==> src/rtl/msp_pkg.sv <==
package msp_pkg;

  // Operating mode of the steering logic.
  typedef enum logic {
    MODE_SPLIT = 1'b0,
    MODE_FUSED = 1'b1
  } steer_mode_e;

  // Outcome of one training event on a predictor entry.
  typedef enum logic [1:0] {
    TR_NONE    = 2'd0,
    TR_CONFIRM = 2'd1,
    TR_WEAKEN  = 2'd2,
    TR_REPLACE = 2'd3
  } train_e;

endpackage

==> src/rtl/msp_addr_split.sv <==
// Splits the bank/set portion of an effective address by mode.
module msp_addr_split #(
  parameter int SET_W      = 7,
  parameter int BANK_W     = 2,
  parameter int LOCAL_BANK = 0,
  localparam int FIELD_W   = SET_W + BANK_W
) (
  input  logic               fused,
  input  logic [FIELD_W-1:0] field,
  output logic [BANK_W-1:0]  bank,
  output logic [FIELD_W-1:0] index
);

  function automatic logic [BANK_W-1:0] bank_bits(input logic [FIELD_W-1:0] f);
    return f[SET_W +: BANK_W];
  endfunction

  function automatic logic [FIELD_W-1:0] fused_index(input logic [FIELD_W-1:0] f);
    return {{BANK_W{1'b0}}, f[SET_W-1:0]};
  endfunction

  always_comb begin
    if (fused) begin
      bank  = bank_bits(field);
      index = fused_index(field);
    end else begin
      bank  = BANK_W'(LOCAL_BANK);
      index = field;
    end
  end

endmodule

==> src/rtl/msp_pred_table.sv <==
// Direct-mapped bank predictor with one confidence bit per entry.
module msp_pred_table
  import msp_pkg::*;
#(
  parameter int DEPTH    = 64,
  parameter int BANK_W   = 2,
  localparam int SLOT_W  = $clog2(DEPTH)
) (
  input  logic              clk,
  input  logic              rst_n,
  input  logic              clr,
  input  logic [SLOT_W-1:0] rd_slot,
  output logic [BANK_W-1:0] rd_bank,
  input  logic              upd_en,
  input  logic [SLOT_W-1:0] upd_slot,
  input  logic [BANK_W-1:0] upd_bank
);

  function automatic train_e judge(input logic hit, input logic conf);
    if (hit)       return TR_CONFIRM;
    else if (conf) return TR_WEAKEN;
    else           return TR_REPLACE;
  endfunction

  logic [BANK_W-1:0] bank_q [DEPTH];
  logic [DEPTH-1:0]  conf_q;
  logic [BANK_W-1:0] cur_bank;
  logic              cur_conf;
  train_e            action;
  logic              ev_confirm, ev_weaken, ev_replace;
  logic              any_bank_set;

  assign rd_bank  = bank_q[rd_slot];
  assign cur_bank = bank_q[upd_slot];
  assign cur_conf = conf_q[upd_slot];

  always_comb begin
    action = TR_NONE;
    if (upd_en && !clr) action = judge(cur_bank == upd_bank, cur_conf);
  end

  assign ev_confirm = (action == TR_CONFIRM);
  assign ev_weaken  = (action == TR_WEAKEN);
  assign ev_replace = (action == TR_REPLACE);

  always_comb begin
    any_bank_set = 1'b0;
    for (int i = 0; i < DEPTH; i++) any_bank_set = any_bank_set | (|bank_q[i]);
  end

  always_ff @(posedge clk or negedge rst_n) begin
    if (!rst_n) begin
      for (int i = 0; i < DEPTH; i++) bank_q[i] <= '0;
      conf_q <= '0;
    end else if (clr) begin
      for (int i = 0; i < DEPTH; i++) bank_q[i] <= '0;
      conf_q <= '0;
    end else begin
      case (action)
        TR_CONFIRM: conf_q[upd_slot] <= 1'b1;
        TR_WEAKEN:  conf_q[upd_slot] <= 1'b0;
        TR_REPLACE: begin
          bank_q[upd_slot] <= upd_bank;
          conf_q[upd_slot] <= 1'b0;
        end
        default: ;
      endcase
    end
  end


  one_event_chk: assert property (@(posedge clk) disable iff (!rst_n)
    $onehot0({ev_confirm, ev_weaken, ev_replace}));


  weaken_keeps_bank_chk: assert property (@(posedge clk) disable iff (!rst_n)
    ev_weaken |=> (bank_q[$past(upd_slot)] == $past(cur_bank)) && !conf_q[$past(upd_slot)]);


  replace_writes_chk: assert property (@(posedge clk) disable iff (!rst_n)
    ev_replace |=> (bank_q[$past(upd_slot)] == $past(upd_bank)) && !conf_q[$past(upd_slot)]);


  confirm_sets_chk: assert property (@(posedge clk) disable iff (!rst_n)
    ev_confirm |=> conf_q[$past(upd_slot)]);


  clr_wipes_chk: assert property (@(posedge clk) disable iff (!rst_n)
    $past(clr) |-> (conf_q == '0) && !any_bank_set);


  table_hold_chk: assert property (@(posedge clk) disable iff (!rst_n)
    (!upd_en && !clr) |=> $stable(conf_q));

endmodule

==> src/rtl/msp_resteer.sv <==
// Registers the one-cycle re-steer request.
module msp_resteer #(
  parameter int TAG_W  = 6,
  parameter int BANK_W = 2
) (
  input  logic              clk,
  input  logic              rst_n,
  input  logic              fire,
  input  logic [TAG_W-1:0]  tag_in,
  input  logic [BANK_W-1:0] bank_in,
  output logic              valid,
  output logic [TAG_W-1:0]  tag,
  output logic [BANK_W-1:0] bank
);

  always_ff @(posedge clk or negedge rst_n) begin
    if (!rst_n) begin
      valid <= 1'b0;
      tag   <= '0;
      bank  <= '0;
    end else begin
      valid <= fire;
      if (fire) begin
        tag  <= tag_in;
        bank <= bank_in;
      end
    end
  end

endmodule

==> src/rtl/msp_bank_steer.sv <==
// Top: predicts the load/store bank at dispatch and re-steers on a miss.
module msp_bank_steer
  import msp_pkg::*;
#(
  parameter int PC_W       = 32,
  parameter int ADDR_W     = 32,
  parameter int TAG_W      = 6,
  parameter int OFS_W      = 6,
  parameter int SET_W      = 7,
  parameter int NUM_BANKS  = 4,
  parameter int DEPTH      = 64,
  parameter int PC_LSB     = 2,
  parameter int LOCAL_BANK = 0,
  localparam int BANK_W    = $clog2(NUM_BANKS),
  localparam int SLOT_W    = $clog2(DEPTH),
  localparam int FIELD_W   = SET_W + BANK_W
) (
  input  logic               clk,
  input  logic               rst_n,
  input  logic               fused_mode,
  input  logic [PC_W-1:0]    disp_pc,
  output logic [BANK_W-1:0]  disp_bank,
  input  logic               res_valid,
  input  logic [TAG_W-1:0]   res_tag,
  input  logic [PC_W-1:0]    res_pc,
  input  logic [ADDR_W-1:0]  res_addr,
  input  logic [BANK_W-1:0]  res_pred_bank,
  output logic [BANK_W-1:0]  res_bank,
  output logic [FIELD_W-1:0] res_index,
  output logic               resteer_valid,
  output logic [TAG_W-1:0]   resteer_tag,
  output logic [BANK_W-1:0]  resteer_bank
);

  function automatic logic [SLOT_W-1:0] slot_of(input logic [PC_W-1:0] pc);
    return pc[PC_LSB +: SLOT_W];
  endfunction

  steer_mode_e       mode_q;
  logic              mode_chg;
  logic              is_fused;
  logic              train_en;
  logic              mispredict;
  logic [BANK_W-1:0] tbl_bank;

  wire unused_bits = ^{disp_pc[PC_W-1:PC_LSB+SLOT_W], disp_pc[PC_LSB-1:0],
                       res_pc[PC_W-1:PC_LSB+SLOT_W], res_pc[PC_LSB-1:0],
                       res_addr[ADDR_W-1:OFS_W+FIELD_W], res_addr[OFS_W-1:0]};

  assign is_fused   = (fused_mode == MODE_FUSED);
  assign mode_chg   = (steer_mode_e'(fused_mode) != mode_q);
  assign train_en   = res_valid && is_fused && !mode_chg;
  assign mispredict = train_en && (res_bank != res_pred_bank);
  assign disp_bank  = is_fused ? tbl_bank : BANK_W'(LOCAL_BANK);

  always_ff @(posedge clk or negedge rst_n) begin
    if (!rst_n) mode_q <= MODE_FUSED;
    else        mode_q <= steer_mode_e'(fused_mode);
  end

  msp_addr_split #(
    .SET_W(SET_W), .BANK_W(BANK_W), .LOCAL_BANK(LOCAL_BANK)
  ) u_split (
    .fused (is_fused),
    .field (res_addr[OFS_W +: FIELD_W]),
    .bank  (res_bank),
    .index (res_index)
  );

  msp_pred_table #(
    .DEPTH(DEPTH), .BANK_W(BANK_W)
  ) u_table (
    .clk      (clk),
    .rst_n    (rst_n),
    .clr      (mode_chg),
    .rd_slot  (slot_of(disp_pc)),
    .rd_bank  (tbl_bank),
    .upd_en   (train_en),
    .upd_slot (slot_of(res_pc)),
    .upd_bank (res_bank)
  );

  msp_resteer #(
    .TAG_W(TAG_W), .BANK_W(BANK_W)
  ) u_resteer (
    .clk     (clk),
    .rst_n   (rst_n),
    .fire    (mispredict),
    .tag_in  (res_tag),
    .bank_in (res_bank),
    .valid   (resteer_valid),
    .tag     (resteer_tag),
    .bank    (resteer_bank)
  );


  resteer_cause_chk: assert property (@(posedge clk) disable iff (!rst_n)
    resteer_valid |-> $past(res_valid) && (resteer_bank != $past(res_pred_bank)));


  resteer_tag_chk: assert property (@(posedge clk) disable iff (!rst_n)
    resteer_valid |-> (resteer_tag == $past(res_tag)));


  split_quiet_chk: assert property (@(posedge clk) disable iff (!rst_n)
    !$past(fused_mode) |-> !resteer_valid);

endmodule

==> config.mk <==
export PLATFORM = sky130hd
export DESIGN_NAME = msp_bank_steer
export DESIGN_NICKNAME = d
export VERILOG_FILES = /design/src/rtl/msp_pkg.sv /design/src/rtl/msp_addr_split.sv /design/src/rtl/msp_pred_table.sv /design/src/rtl/msp_resteer.sv /design/src/rtl/msp_bank_steer.sv
export SDC_FILE = /design/constraint.sdc
export NUM_CORES = 1
export LEC_CHECK = 0
export BUFFER_PORTS_ARGS = -buffer_cell sky130_fd_sc_hd__buf_2
export CORE_ASPECT_RATIO = 0.9
export CORE_MARGIN = 2
export CORE_UTILIZATION = 40
export DETAILED_ROUTE_END_ITERATION = 6
export PLACE_DENSITY = 0.57
export SLEW_MARGIN = 20
export SYNTH_ARGS = -nofsm -noshare
export SYNTH_HDL_FRONTEND = slang
export SYNTH_SLANG_ARGS = --single-unit
==> constraint.sdc <==
create_clock -name clk -period 8.05 [get_ports clk]
set_clock_uncertainty 0.2 [all_clocks]
set_input_delay 1.2075 -clock clk [delete_from_list [all_inputs] [get_ports clk]]
set_output_delay 1.2075 -clock clk [all_outputs]
set_load 0.05 [all_outputs]
* Word level (Yosys, flattened, before mapping)
Index checks and enable logic that the tools add are counted.
** Storage, ports and cells
- Flip-flop bits (word level) :: 202
- Bits of input ports :: 108
- Output and inout bits :: 22
- Word-level logic and storage cells :: 118
** Cells by class
- Magnitude comparators :: 5
- Eq/ne operators :: 6
- Mux-type cells :: 23
- Bitwise operators :: 5
- Reduce and logical (&&, ||, !) cells :: 10
** Operators by type and width (number)
- 128-bit 2-to-1 mux :: 2
- 128-bit bitwise mux :: 1
- 64-bit case mux with 2 select lines :: 1
- 64-bit AND :: 1
- 64-bit 2-to-1 mux :: 1
- 64-bit inverter :: 1
- 64-bit bitwise OR :: 1
- 2-bit binary-select mux with 6-bit select :: 2
- 2-bit 2-to-1 mux :: 9
- 7-bit >= comparator, second input constant :: 2
- 6-bit inverter with 7-bit output :: 2
- 2-bit demux with 6-bit select :: 1
- 9-bit 2-to-1 mux :: 1
- 6-bit by 7-bit < comparator with 1-bit output, second input constant :: 1
- 7-bit by 1-bit < comparator with 1-bit output, second input constant :: 1
- 1-bit binary-select mux with 6-bit select :: 1
- 1-bit demux with 6-bit select :: 1
- 6-bit by 1-bit >= comparator with 1-bit output, second input constant :: 1
- 1-bit logical AND :: 6
- 2-bit equality test, second input constant :: 2
- 1-bit 2-to-1 mux :: 3
- 3-bit nonzero test :: 1
- 2-bit by 1-bit equality test with 1-bit output, second input constant :: 1
- 2-bit equality test :: 1
- other kinds (5) :: 5

* Depth between registers and ports, before layout
Gate-level depths: netlist of the first run.
- Depth after elaboration :: 11
- Depth in mapped cells :: 14
- Depth with buffers taken out :: 8

* Hierarchy
From an unflattened synthesis of the first run, not the netlist that was laid out.
** Second synthesis, totals
- Cell total of the unflattened synthesis :: 1205
- Area, all modules :: 12714.7 µm²
** By module, submodules not included
- msp_pred_table :: times used 1, cells each 1168, area each 12197.9 µm², seq. area each 4804.6 µm²
- msp_resteer :: times used 1, cells each 18, area each 356.6 µm², seq. area each 225.2 µm²
- msp_bank_steer :: times used 1, cells each 8, area each 82.6 µm², seq. area each 26.3 µm²
- msp_addr_split :: times used 1, cells each 11, area each 77.6 µm², seq. area each 0.0 µm²

* Worst setup path after synthesis of the first run
OpenSTA, ideal clock, no wires.
- Kind :: in2out
- Start :: in disp_pc[2]
- End :: out disp_bank[0]
- Data arrival time :: 3762 ps
- Required time :: 6642 ps
- Slack :: 2881 ps
- Stages on the path :: 6
- Path buffers :: 2
- Path through :: clkbuf_1 -> buf_1 -> mux4_2 -> mux4_2 -> mux4_2 -> and2_1
** Between the ends
- Word-level cells in the longest chain between the ends :: 5
** RTL lines
- start: declaration :: line msp_bank_steer.sv:21 : input logic [PC_W-1:0] disp_pc,
- 6-bit inverter with 7-bit output (implied by the code) :: line msp_pred_table.sv:33 : assign rd_bank = bank_q[rd_slot];
- 2-bit binary-select mux with 6-bit select :: line msp_pred_table.sv:33
- 2-bit 2-to-1 mux (implied by the code) (2 in a row) :: line msp_pred_table.sv:33
- 2-bit 2-to-1 mux :: line msp_bank_steer.sv:54 : assign disp_bank = is_fused ? tbl_bank : BANK_W'(LOCAL_BANK);
- end: declaration :: line msp_bank_steer.sv:22 : output logic [BANK_W-1:0] disp_bank,
No other way between the ends. The select of a mux whose other input is x is not followed.

* Worst setup path after layout of the first run
- Start :: in res_pc[3]
- End :: reg u_table.bank_q[92] in the netlist's numbering
** Between the ends
- Word-level cells in the longest chain between the ends :: 9
- Elaborated cells on any way between the ends :: 20
- Classes of those cells :: order compare (2); eq/ne (2); mux (13); bitwise (1); reduce/logical (2)
** RTL lines
- start: declaration :: line msp_bank_steer.sv:25 : input logic [PC_W-1:0] res_pc,
- 6-bit inverter with 7-bit output (implied by the code) :: line msp_pred_table.sv:34, msp_pred_table.sv:63
- 2-bit binary-select mux with 6-bit select :: line msp_pred_table.sv:34 : assign cur_bank = bank_q[upd_slot];
- 2-bit 2-to-1 mux (implied by the code) (2 in a row) :: line msp_pred_table.sv:34
- 2-bit equality test :: line msp_pred_table.sv:39 : if (upd_en && !clr) action = judge(cur_bank == upd_bank, cur_conf);
- 2-bit 2-to-1 mux :: line msp_pred_table.sv:20 : if (hit) return TR_CONFIRM;
- 2-bit 2-to-1 mux :: line msp_pred_table.sv:39
- 2-bit equality test
- 2-bit nonzero test (no source line)
- end signal: indexed assignment :: line msp_pred_table.sv:63 : bank_q[upd_slot] <= upd_bank;
- end: declaration :: line msp_pred_table.sv:25 : logic [BANK_W-1:0] bank_q [DEPTH];
Parallel ways exist; a longest one is shown, timed or not. The select of a mux whose other input is x is not followed.
A chain may end at the register's enable or synchronous reset.

==> results of run 1 <==
==> power groups by stage <==
stage / registers [W] / clock network, W / logic (W)
detailed placement: 0.00105 / 0 / 0.000305
floorplan: 0.00108 / 0 / 0.000176
finish: 0.00103 / 0.00115 / 0.000309
global placement: 0.00105 / 0 / 0.000302
global route: 0.00103 / 0.00120 / 0.000330
CTS: 0.00103 / 0.00116 / 0.000305
==> sequential cells by signal, indices dropped and copies added (netlist names) <==
register and count:
mode_q 1, u_table.bank_q 128, u_table.conf_q 64, u_resteer.bank 2, u_resteer.tag 6, u_resteer.valid 1
==> metal layers <==
metal	vias to the layer above	routed length, µm
met5	-	0
met4	0	1360
met3	96	3980
met2	575	17200
met1	4889	16600
li1	4025	-
==> cell families (layout without fill, tap and decap cells) <==
group | Yosys count | after routing
buf+inv | 111 | 115
simple gates | 251 | 251
flops | 202 | 202
mux | 93 | 93
xor+xnor | 4 | 4
compound gates | 381 | 381
other cells | 0 | 1
==> per-stage QoR <==
stage	power (W)	setup slack, ns
CTS	0.00250	2.46
finish	0.00249	2.28
floorplan	0.00125	2.88
global route	0.00257	2.18
detailed placement	0.00135	1.91
global placement	0.00135	1.89
==> layout make-up <==
type	count	area [µm²]	area share [%]
well taps	360	450	3.61
inverters	9	33.8	0.271
clock buffers	31	666	5.34
multi-input cells	729	5710	45.8
diodes	1	2.50	0.0201
flip-flops and latches	202	5060	40.6
repair buffers	65	399	3.20
clock inverters	10	150	1.20
==> final timing paths <==
check	startpoint	end	slack [ns]	depth (start not counted)
setup / recovery	res_pc[3]	u_table.bank_q[92]$_DFFE_PN0P_	2.28	11
hold / removal	u_resteer.tag[5]$_DFFE_PN0P_	u_resteer.tag[5]$_DFFE_PN0P_	0.27	2
setup reg to reg	u_table.bank_q[96]$_DFFE_PN0P_	u_table.bank_q[121]$_DFFE_PN0P_	3.57	10
hold reg to reg	u_resteer.tag[5]$_DFFE_PN0P_	u_resteer.tag[5]$_DFFE_PN0P_	0.27	2
max in group asynchronous	rst_n	u_table.conf_q[9]$_DFFE_PN0P_	5.76	2
min in group asynchronous	rst_n	u_table.bank_q[28]$_DFFE_PN0P_	0.53	1
==> cell usage in the layout (no fill, tap or decap), types with 5 or more instances in the layout <==
cell type  Yosys  final
and3_1        19     17
nand2_1       92     91
buf_4         19     26
dfrtp_1      201    201
o22a_1         5      5
a31oi_1       57     57
nor2b_1        7      5
nor2_1        84     83
a221o_1        5      5
o22ai_1       30     30
or2_2          5      5
mux4_2        62     62
inv_1          8      8
o21ai_0       86     86
a22oi_1       15     15
mux2i_1       27     27
a22o_1       153    153
a21oi_1        8      8
nand3_1       13     12
clkbuf_16      0     23
buf_2         38     38
clkbuf_8       0      7
clkinv_2       0      6
==> worst max-delay path, stage by stage <==
cell	delay [ns]
buf_2	0.39
buf_4	0.53
and2_1	0.58
nand2_1	0.61
nor2_1	0.21
o21ai_0	0.29
a31oi_4	0.26
buf_4	0.37
and3_2	0.91
buf_4	0.41
a22o_1	0.20
==> flow_metrics.tcl, run 1 <==
set metrics [dict create \
    status "completed" \
    synthArstFlopShare_pct 100 \
    pwr-share-seq_pct 41.3 \
    synth-edff-count 0 \
    dieArea_um2 29600 \
    initial_core_util_pct 40.5 \
    p_clk_share_pct 46.2 \
    hold_buffers 0 \
    met1_usage_pct 38.4 \
    finalInstanceArea_um2 12500 \
    grt_pass1_vias 9392 \
    use_met2_pct 40.6 \
    fillCellCount 2611 \
    relSlewSlack_pct 33.5 \
    dp_hpwl_um 24200 \
    p_comb_share_pct 12.4 \
    synthTopCellsByCount "dfrtp_1 (201), a22o_1 (153), nand2_1 (92), o21ai_0 (86), nor2_1 (84)" \
    placed_cell_area_um2 11600 \
    crit_required_ns 8.30 \
    synth_compound_area_share_pct 24.4 \
    clk_path_buf_depth 3 \
    ys_top_cells_by_area "dfrtp_1 (45%), mux4_2 (12%), a22o_1 (12%)" \
    drc 0 \
    tns_ns 0 \
    synth_top_family_by_area "compound AO/OA/AOI/OAI gates" \
    rows 58 \
    routed_wl_um 39100 \
    cts_buffers 23 \
    gr-total-overflow 0 \
    syn_inst 1042 \
    synth_cell_type_count 57 \
    syn_nets 1150 \
    busiest_layer "met2" \
    period_needed_ns 5.77 \
    cp.arrival_ns 6.02 \
    grt_pass1_wl_um 60100 \
    fin_crit_sh_pct 71.6 \
    synthAdderAreaFrac_pct 0 \
    synth_seq_area_share_pct 44.8 \
    synth.avg_cell_area_um2 10.8 \
    routabilityCongestion 0.898 \
    synthToLayoutAreaGrowth_pct 10.5 \
    synth_top_area_share_pct 44.6 \
    die_w_um 181 \
    finalNetCount 1138 \
    critPathLaunchType "primary input" \
    dp.cells 1365 \
    muxShareOfSynthArea_pct 15.2 \
    via_count 9585 \
    ys.flop_type "dfrtp_1" \
    maxSlewViolCount 0 \
    hold_path_class "reg2reg" \
    synth.most_common_cell "dfrtp_1" \
    portBuffers 40 \
    cts_tree "built" \
    cts-root-buf "clkbuf_16" \
    ant_nets 0 \
    ys_warn_count 0 \
    htreeDepth 1 \
    setup_viol 0 \
    vdd_drop_max_mv 0.124 \
    swShare_pct 27.6 \
    die_y_um 163 \
    worstMarginPinSlew_ns 0.997 \
    drt_iter0_drc 1205 \
    wl_per_cell_um 27.8 \
    synth_seq_cells 202 \
    worstSetupEndpointType "flip-flop" \
    rsz0062_at_grt "false" \
    fin_hold_ws_ns 0.268 \
    switchingPower_w 0.000686 \
    io_pins 130 \
    path_clk_slew_ns 0.06 \
    drtPass1Iterations 5 \
    yosys.area_share.xor_xnor_pct 0.311 \
    worstSetupPathType "in2reg" \
    via_per_inst 6.81 \
    post_cts_buffers 0 \
    grt_usage_pct 26.8 \
    synth-simple-area-share_pct 10.1 \
    final_core_util_pct 44.7 \
    fmax_mhz 173 \
    power_density_nw_per_um2 200 \
    critPathMaxFanout 35 \
    synth_area_um2 11300 \
    clk_latency_ns 0.52 \
    antenna_found_initial 1 \
    p_int_w 0.00180 \
    synth_top_area_cell "dfrtp_1" \
    core_area_um2 27900 \
    use_met3_pct 5.82 \
    numClockSinks 202 \
    grt_max_degree 89 \
    finalHoldViolCount 0 \
    final_layout_size_suffix_gt1_share_pct 18.5 \
    p_leak_nw 5.34 \
    ctsResizeCount 0 \
    cap_violations 0 \
    final_cell_count_no_fill 1407 \
]
No activity file was read; power rests on OpenSTA's default activity.
==> run 2, diff against run 1 <==
--- a/config.mk
+++ b/config.mk
@@ -5,6 +5,7 @@
 export SDC_FILE = /design/constraint.sdc
 export NUM_CORES = 1
 export LEC_CHECK = 0
+export ABC_AREA = 1
 export BUFFER_PORTS_ARGS = -buffer_cell sky130_fd_sc_hd__buf_2
 export CORE_ASPECT_RATIO = 0.9
 export CORE_MARGIN = 2
==> constraint.sdc (replaced) <==
create_clock -name clk -period 5.9 [get_ports clk]
set_clock_uncertainty 0.2 [all_clocks]
set_input_delay 0.885 -clock clk [delete_from_list [all_inputs] [get_ports clk]]
set_output_delay 0.885 -clock clk [all_outputs]
set_load 0.05 [all_outputs]
==> run 2 against run 1 <==
  * Synthesized cell count rose by 85%
  * Final cell count increased by 64%
  * Die area grew 16%
  * Register-to-register slack got worse by 0.83 ns
  * Final area rose by 14%
  * Clock power rose by 29%
  * Non-clock buffer count rose by 3
  * Largest cell class unchanged
  * Highest routed layer unchanged
==> flow_metrics.tcl, run 2 <==
set metrics [dict create \
    post_cts_buffers 0 \
    syn_nets 2033 \
    layout_commonest_cell "nand3_1" \
    hold_buffers 0 \
    placed_cell_area_um2 13400 \
    layout_common_cells "nand3_1 (385), nand2_1 (355), inv_1 (206)" \
    synth_seq_cells 202 \
    critPathMaxFanout 57 \
    final_cell_count_no_fill 2307 \
    finalInstanceArea_um2 14200 \
    die_y_um 176 \
    synth.most_common_cell "nand3_1" \
    total_power_w 0.00346 \
    vdd_drop_max_mv 0.187 \
    p_leak_nw 6.51 \
    via_count 13300 \
    regMostFlops "u_table.bank_q" \
    cp.arrival_ns 3.63 \
    drc 0 \
    routabilityCongestion 0.835 \
    cap_violations 0 \
    synth-edff-count 0 \
    clk_path_buf_depth 3 \
    relSlewSlack_pct 29.5 \
    numClockSinks 202 \
    worstMarginPinSlew_ns 1.06 \
    worstSetupEndpointType "primary output" \
    synth_cell_type_count 33 \
    cts_buffers 24 \
    fin_hold_ws_ns 0.181 \
    antenna_found_initial 2 \
    critPathLaunchType "primary input" \
    synth.avg_cell_area_um2 6.83 \
    portBuffers 40 \
    worstSetupPathType "in2out" \
    dp.cells 2262 \
    dp_hpwl_um 28100 \
    crit_required_ns 4.82 \
    hold_path_class "in2async" \
    finalHoldViolCount 0 \
    gr-total-overflow 0 \
    status "completed" \
    ctsResizeCount 0 \
    drt_iter0_drc 1436 \
    syn_inst 1925 \
    via_per_inst 5.77 \
    rows 62 \
    final_layout_size_suffix_gt1_share_pct 9.26 \
    finalNetCount 1980 \
    die_w_um 195 \
    reg.largest.list "u_table.bank_q x128, u_table.conf_q x64, u_resteer.tag x6" \
    synthTopCellsByCount "nand3_1 (386), nand2_1 (356), inv_1 (208), dfrtp_1 (201), o21ai_0 (165)" \
    synth_seq_area_share_pct 38.4 \
    synthToLayoutAreaGrowth_pct 7.98 \
    ys.flop_type "dfrtp_1" \
    dieArea_um2 34300 \
    synth_area_um2 13200 \
    synth_top_area_cell "dfrtp_1" \
    cts-root-buf "clkbuf_16" \
    routed_wl_um 46000 \
    ys_top_cells_by_area "dfrtp_1 (38%), nand3_1 (15%), nand2_1 (10%)" \
    period_needed_ns 4.72 \
    setup_viol 0 \
    ys_warn_count 0 \
    grt_pass1_wl_um 71900 \
    clk_latency_ns 0.55 \
    fin_crit_sh_pct 80.0 \
    fmax_mhz 212 \
    wl_per_cell_um 19.9 \
    power_density_nw_per_um2 244 \
    drtPass1Iterations 6 \
    grt_max_degree 184 \
    synth_top_area_share_pct 38.2 \
    grt_pass1_vias 12200 \
    cts_tree "built" \
    core_area_um2 32100 \
    rsz0062_at_grt "false" \
    io_pins 130 \
    maxSlewViolCount 0 \
    path_clk_slew_ns 0.06 \
    tns_ns 0 \
    synthArstFlopShare_pct 100 \
    htreeDepth 1 \
    largest_reg_flops 128 \
    grt_usage_pct 26.8 \
    initial_core_util_pct 41.0 \
    ant_nets 0 \
]
==> run 2: logic make-up (layout without fill, tap and decap cells) <==
kind of cell	after synthesis	after routing	share of synthesized area (%)
compound gates	343	343	13.5
flops	202	202	38.4
other cells	0	2	0
simple gates	1016	1016	35.9
xor+xnor	3	3	0.200
buf+inv	361	325	11.9
==> run 2: final cells by class <==
cell class / count / area [µm²]
diodes: 2 / 5.00
repair buffers: 68 / 482
well taps: 416 / 520
clock inverters: 2 / 10.0
fillers: 3392 / 17900
flip-flops and latches: 202 / 5060
clock buffers: 41 / 756
inverters: 214 / 806
multi-input cells: 1362 / 6570
==> run 2: routing by layer <==
layer  vias to the layer above  global-route usage, %  part of all wire (%)
met1                      6380                   38.1                    45
met2                       522                   41.0                    44
met5                         -                      0                     0
met4                         0                   9.13                   3.1
met3                        76                   4.87                   8.0
li1                       6327                      -                     -
==> run 2: where the power goes <==
group          internal [W]  switching, W  leakage, nW
logic              0.000106      0.000469         3.33
clock network      0.000863      0.000614        0.377
registers           0.00140    0.00000785         2.81
==> run 2: stage by stage <==
| step | utilization (%) | setup WS [ns] |
|---|---|---|
| final | 44.2 | 1.18 |
| after global routing | 44.2 | 1.08 |
| after CTS | 44.2 | 1.26 |
| after detailed placement | 41.8 | 1.04 |
| after global placement | 41.8 | 1.03 |
| after floorplan | - | 1.89 |
==> run 2: worst paths after layout <==
check,cells after the start,slack (ns),to,startpoint
worst max-delay path,11,1.18,disp_bank[1],disp_pc[2]
worst min-delay path,1,0.18,u_table.conf_q[37]$_DFFE_PN0P_,rst_n
worst max register to register,16,2.74,u_table.bank_q[25]$_DFFE_PN0P_,u_table.bank_q[93]$_DFFE_PN0P_
worst min register to register,2,0.27,u_resteer.tag[5]$_DFFE_PN0P_,u_resteer.tag[5]$_DFFE_PN0P_
max in group asynchronous,2,4.22,u_table.bank_q[122]$_DFFE_PN0P_,rst_n
min in group clk,2,0.27,u_resteer.tag[5]$_DFFE_PN0P_,u_resteer.tag[5]$_DFFE_PN0P_
==> run 2: critical path, stage by stage <==
cell and delay, ns:
buf_2 0.43, inv_2 0.50, buf_12 0.35, o21ai_0 0.16, a21oi_1 0.07, o21ai_0 0.19, nand3_1 0.19, nand3_1 0.15
nand3_1 0.07, a21oi_1 0.29, buf_2 0.33
